## src/rtl/pipe_ctrl_pkg.sv

```systemverilog
// Shared control types for the staged pipeline control unit.
// Assumes the opcode is in the top bits and the funct in the low bits of the instruction.
package pipe_ctrl_pkg;

    localparam int ALU_FN_W = 3;

    typedef enum logic [ALU_FN_W-1:0] {
        ALU_NONE = 3'd0,
        ALU_ADD  = 3'd1,
        ALU_SUB  = 3'd2,
        ALU_AND  = 3'd3,
        ALU_OR   = 3'd4,
        ALU_SLT  = 3'd5
    } alu_fn_t;

    typedef struct packed {
        logic    sign_ext;
        logic    use_imm;
        alu_fn_t alu_fn;
        logic    dest_rd;
    } ex_ctrl_t;

    typedef struct packed {
        logic store_en;
        logic branch;
    } mem_ctrl_t;

    typedef struct packed {
        logic from_mem;
        logic reg_en;
    } wb_ctrl_t;

    typedef struct packed {
        ex_ctrl_t  ex;
        mem_ctrl_t mem;
        wb_ctrl_t  wb;
    } full_ctrl_t;

    typedef struct packed {
        mem_ctrl_t mem;
        wb_ctrl_t  wb;
    } late_ctrl_t;

    localparam logic [5:0] OPC_REG   = 6'h00;
    localparam logic [5:0] OPC_BEQ   = 6'h04;
    localparam logic [5:0] OPC_LOAD  = 6'h23;
    localparam logic [5:0] OPC_STORE = 6'h2B;

    localparam logic [5:0] FN_ADD = 6'h20;
    localparam logic [5:0] FN_SUB = 6'h22;
    localparam logic [5:0] FN_AND = 6'h24;
    localparam logic [5:0] FN_OR  = 6'h25;
    localparam logic [5:0] FN_SLT = 6'h2A;

endpackage

```

## src/rtl/pipe_ctrl_decoder.sv

```systemverilog
// Combinational main decoder: maps opcode and funct to a full control bundle.
// Assumes the opcode occupies the top OP_W bits and the funct the low FN_W bits.
// Controls that do not matter are driven to 0. Unknown encodings give an all-zero bundle.
module pipe_ctrl_decoder
    import pipe_ctrl_pkg::*;
#(
    parameter int INSTR_W = 32,
    parameter int OP_W    = 6,
    parameter int FN_W    = 6
) (
    input  logic [INSTR_W-1:0] instr_i,
    output full_ctrl_t         ctrl_o
);
    localparam int OP_LSB = INSTR_W - OP_W;

    logic [OP_W-1:0] opc;
    logic [FN_W-1:0] fnc;

    assign opc = instr_i[INSTR_W-1:OP_LSB];
    assign fnc = instr_i[FN_W-1:0];

    // Translate the funct field of a register-register instruction into an ALU code.
    function automatic alu_fn_t reg_fn(input logic [FN_W-1:0] f);
        case (6'(f))
            FN_ADD:  return ALU_ADD;
            FN_SUB:  return ALU_SUB;
            FN_AND:  return ALU_AND;
            FN_OR:   return ALU_OR;
            FN_SLT:  return ALU_SLT;
            default: return ALU_NONE;
        endcase
    endfunction

    // Build the whole bundle from the opcode, starting from all zeros.
    always_comb begin
        ctrl_o = '0;
        case (6'(opc))
            OPC_LOAD: begin
                ctrl_o.ex.sign_ext = 1'b1;
                ctrl_o.ex.use_imm  = 1'b1;
                ctrl_o.ex.alu_fn   = ALU_ADD;
                ctrl_o.wb.from_mem = 1'b1;
                ctrl_o.wb.reg_en   = 1'b1;
            end
            OPC_STORE: begin
                ctrl_o.ex.sign_ext  = 1'b1;
                ctrl_o.ex.use_imm   = 1'b1;
                ctrl_o.ex.alu_fn    = ALU_ADD;
                ctrl_o.mem.store_en = 1'b1;
            end
            OPC_BEQ: begin
                ctrl_o.ex.alu_fn  = ALU_SUB;
                ctrl_o.mem.branch = 1'b1;
            end
            OPC_REG: begin
                if (reg_fn(fnc) != ALU_NONE) begin
                    ctrl_o.ex.alu_fn  = reg_fn(fnc);
                    ctrl_o.ex.dest_rd = 1'b1;
                    ctrl_o.wb.reg_en  = 1'b1;
                end
            end
            default: ctrl_o = '0;
        endcase
    end

endmodule

```

## src/rtl/pipe_ctrl_stage_reg.sv

```systemverilog
// One pipeline register of width W for control fields.
// A synchronous active-low reset or the clear input loads zeros, otherwise it loads d_i.
module pipe_ctrl_stage_reg #(
    parameter int W = 4
) (
    input  logic         clk,
    input  logic         rst_n,
    input  logic         clr_i,
    input  logic [W-1:0] d_i,
    output logic [W-1:0] q_o
);
    // Capture the incoming control fields, or empty the register.
    always_ff @(posedge clk) begin
        if (!rst_n || clr_i) q_o <= '0;
        else                 q_o <= d_i;
    end

endmodule

```

## src/rtl/pipe_ctrl_stager.sv

```systemverilog
// Staged pipeline control unit: decodes the instruction in decode and moves the
// bundle through three registers, each narrower than the one before.
// Assumes the hazard logic raises bubble_req in the cycle it wants a no-op in execute.
module pipe_ctrl_stager
    import pipe_ctrl_pkg::*;
#(
    parameter int INSTR_W = 32,
    parameter int OP_W    = 6,
    parameter int FN_W    = 6
) (
    input  logic                clk,
    input  logic                rst_n,
    input  logic [INSTR_W-1:0]  instr,
    input  logic                bubble_req,
    output logic                ex_sign_ext,
    output logic                ex_use_imm,
    output logic [ALU_FN_W-1:0] ex_alu_fn,
    output logic                ex_dest_rd,
    output logic                mem_store_en,
    output logic                mem_branch,
    output logic                wb_from_mem,
    output logic                wb_reg_en
);
    localparam int FULL_W = $bits(full_ctrl_t);
    localparam int LATE_W = $bits(late_ctrl_t);
    localparam int WB_W   = $bits(wb_ctrl_t);

    full_ctrl_t dec_ctrl;
    full_ctrl_t idex_q;
    late_ctrl_t exmem_d;
    late_ctrl_t exmem_q;
    wb_ctrl_t   memwb_q;

    pipe_ctrl_decoder #(
        .INSTR_W (INSTR_W),
        .OP_W    (OP_W),
        .FN_W    (FN_W)
    ) u_dec (
        .instr_i (instr),
        .ctrl_o  (dec_ctrl)
    );

    pipe_ctrl_stage_reg #(.W(FULL_W)) u_idex (
        .clk   (clk),
        .rst_n (rst_n),
        .clr_i (bubble_req),
        .d_i   (dec_ctrl),
        .q_o   (idex_q)
    );

    assign exmem_d.mem = idex_q.mem;
    assign exmem_d.wb  = idex_q.wb;

    pipe_ctrl_stage_reg #(.W(LATE_W)) u_exmem (
        .clk   (clk),
        .rst_n (rst_n),
        .clr_i (1'b0),
        .d_i   (exmem_d),
        .q_o   (exmem_q)
    );

    pipe_ctrl_stage_reg #(.W(WB_W)) u_memwb (
        .clk   (clk),
        .rst_n (rst_n),
        .clr_i (1'b0),
        .d_i   (exmem_q.wb),
        .q_o   (memwb_q)
    );

    assign ex_sign_ext  = idex_q.ex.sign_ext;
    assign ex_use_imm   = idex_q.ex.use_imm;
    assign ex_alu_fn    = idex_q.ex.alu_fn;
    assign ex_dest_rd   = idex_q.ex.dest_rd;
    assign mem_store_en = exmem_q.mem.store_en;
    assign mem_branch   = exmem_q.mem.branch;
    assign wb_from_mem  = memwb_q.from_mem;
    assign wb_reg_en    = memwb_q.reg_en;

endmodule

```

## config.mk

```make
export PLATFORM = sky130hd
export DESIGN_NAME = pipe_ctrl_stager
export DESIGN_NICKNAME = d
export VERILOG_FILES = /design/src/rtl/pipe_ctrl_pkg.sv /design/src/rtl/pipe_ctrl_decoder.sv /design/src/rtl/pipe_ctrl_stage_reg.sv /design/src/rtl/pipe_ctrl_stager.sv
export SDC_FILE = /design/constraint.sdc
export NUM_CORES = 1
export LEC_CHECK = 0
export BUFFER_PORTS_ARGS = -buffer_cell sky130_fd_sc_hd__buf_4
export CORE_ASPECT_RATIO = 1.25
export CORE_MARGIN = 1
export CORE_UTILIZATION = 30
export CTS_BUF_LIST = sky130_fd_sc_hd__clkbuf_4 sky130_fd_sc_hd__clkbuf_8
export DETAILED_ROUTE_END_ITERATION = 10
export PLACE_DENSITY = 0.69
export SYNTH_ARGS = -nofsm -noshare
export SYNTH_HDL_FRONTEND = slang
export SYNTH_SLANG_ARGS = --single-unit
```

## constraint.sdc

```tcl
create_clock -name clk -period 2.35 [get_ports clk]
set_input_delay 0.47 -clock clk [delete_from_list [all_inputs] [get_ports clk]]
set_output_delay 0.47 -clock clk [all_outputs]
set_load 0.03 [all_outputs]
```

==> summary.md <==
| Metric | Value |
|---|---|
| Cell Rows | `17` |
| Cts hold-fix bufs | `0` |
| Ranking of synthesized cells by area | `dfxtp_1 54%, and2_1 8.9%, buf_4 5.4%` |
| Crit path buf inv count | `1` |
| Fin cells | `between 90 and 100` |
| Worst Path Required | `1.88 ns` |
| Placed Area | `roughly 730 um2` |
| Iteration-0 DRC Markers | `5` |
| Pwr Total | `441 uW` |
| WL final | `874 um` |
| TNS Setup | `0 ns` |
| Crit path kind | `flop to output pin` |
| Port bufs | `24` |
| Seq cells post-synth | `15` |
| Setup violators final | `0` |
| Max incr delay on CP | `~0.34 ns` |
| Max-slew violations | `0` |
| Post-CTS Setup Inserts | `0` |
| Die area | `2050 um2` |
| Max_cap viols | `0` |
| Synthesis-to-layout area growth | `35.5%` |
| Final Skew | `0.00447 ns` |
| Commonest non-fill, non-tap cell in the layout | `buf_4` |
| CTS buffer count | `3` |
| Final Hold Vio Count | `0` |
| Filler cell count | `183` |
| CTS tree | `built` |
| Status | `finished clean` |
| Syn Area/Cell | `10.6 um2` |
| Starting Density | `0.318` |
| Netlist cell types | `23` |
| Synthesized area | `approximately 560 um2` |
| Post-layout util | `0.430` |
| CP Capture Type | `output pin` |
| Core area | `1770 um2` |
| Clk slew on worst S/H paths | `0.08 ns` |
| Post-route cell area | `759 um2` |
| Async SR Flop Fraction | `0` |
| Yosys warns | `0` |
| DRT antenna net count | `0` |
| Wire per inst | `9.20 um` |
| Die width | `40.7 um` |
| Hold Path Class | `input pin to flop` |
| Remaining DRCs | `0` |
| Relative slew slack | `0.822` |
| RSZ-0062 raised after global routing | `no` |
| Sequential element share of the synthesized area | `0.536` |
| Via Count | `439` |
| N_diodes | `0` |
| CP startpoint kind | `flop` |
| Slew @ Worst Pin | `roughly 0.26 ns` |
| CTS sink cnt | `15` |
| Gr usage total | `0.107` |
| Synthesized Nets | `88` |
| Post-synth EDFFs | `0` |
| GRT overflow | `0` |
| Pwr Density | `581 nW/um2` |
| Post-synthesis xor/xnor area fraction | `0.0156` |
| Complex-gate fraction of the synthesized area | `0.0804` |
| Top-area cell type share of the netlist area | `0.536` |
| Final period util | `0.526` |
| Post-CTS Resized | `0` |
| IO Pins | `45` |
| DR vias/cell | `4.62` |
| Initial antenna violation count | `0` |
| Post-layout net count | `between 100 and 150` |
| Root buffer cell | `clkbuf_4` |
| CTS H-Tree Depth | `1` |
| Mapped Cells | `53` |
| Largest family of logic cells by synthesized area | `simple AND/OR/NAND/NOR gates` |
| Area leader, netlist | `dfxtp_1` |
| Global-route wire length before repair | `1510 um` |
| CP Cell Sequence | `buf_4` |
| Multiplexer area fraction after synthesis | `0.0201` |
| Family with the most delay on the worst path | `flip-flops` |
| Min Tclk post-route | `1.24 ns` |
| Layout cells sized above 1 | `0.395` |
| Worst skew pair latency | `approximately 0.27 ns` |
| Vias in the first global route | `423` |
| Largest net degree at the start of global routing | `9` |
| Leakage | `0.335 nW` |
| Post-Synth Adder-Cell Area | `0` |
| Crit path DAT | `0.77 ns` |
| Commonest non-fill, non-tap cells in the layout | `24 x buf_4, 15 x dfxtp_1, 8 x and2_1, 4 x clkbuf_4` |
| Final HPWL DP | `689 um` |
| Most used DFF post-synth | `dfxtp_1` |
| Max FO, Critical Path | `2` |
| VDD IR max | `0.000179 V` |
| DRT Pass-1 Iters | `4` |
| Slowest CP cell | `dfxtp_1` |
| Largest buffer count on any clock path | `2` |
| Final GP Congestion | `0.729` |
| Simple-gate portion of the synthesized area | `0.279` |
| Die H | `50.3 um` |
| Placed cells | `91` |
| Fmax | `just over 800 MHz` |
| Setup slack, reg-to-reg | `1.81 ns` |
==> final timing paths <==
| check | from | end | cells after the start |
|---|---|---|---|
| worst max-delay path | u_idex.q_o[8] | ex_sign_ext | 1 |
| worst max register to register | u_idex.q_o[1] | u_exmem.q_o[1] | 1 |
| worst min-delay path | instr[29] | u_idex.q_o[0] | 2 |
| worst min register to register | u_idex.q_o[3] | u_exmem.q_o[3] | 1 |
==> area by class of cell <==
class                           count  area, um2  area share
Timing Repair Buffer               24        180       0.237
Multi-Input combinational cell     32        221       0.292
Sequential cell                    15        300       0.395
Inverter                            1       3.75     0.00494
Tap cell                           19       23.8      0.0313
Clock buffer                        4       30.0      0.0395
==> per-stage QoR <==
stage / hold WS (ns) / worst slack, ns
finish: 0.397 / 1.11
global route: 0.399 / 1.05
CTS: 0.386 / 1.10
detailed placement: 0.418 / 0.854
global placement: 0.413 / 0.860
floorplan: 0.412 / 1.04
==> where the power goes <==
part           total [mW]  internal [mW]  switching [mW]
clock network       0.146         0.0772          0.0693
registers           0.255          0.255        0.000170
logic              0.0402         0.0228          0.0174
==> Yosys cell counts, types with 2 or more instances <==
cell and number:
and2_1 8, buf_4 4, dfxtp_1 15, nor2_1 2, nor3_1 3, nor4_1 3, o21a_1 2
==> metal layers <==
metal  routed length (um)  share of wire  track usage
met5                    0              0            0
met4                   10          0.011       0.0833
met3                   59          0.068       0.0265
met2                  452           0.52        0.169
met1                  351           0.40        0.113
==> sequential cells by signal (all words and copies together), names as in the netlist <==
signal       flops
u_exmem.q_o      4
u_idex.q_o       9
u_memwb.q_o      2
==> cell families (layout without fill, tap and decap cells) <==
family | count (synthesis) | in the layout
buf+inv | 6 | 29
simple gates | 24 | 24
xor+xnor | 1 | 1
mux | 1 | 1
compound gates | 6 | 6
flops | 15 | 15
Note: power is estimated with default switching activity, not from simulation.
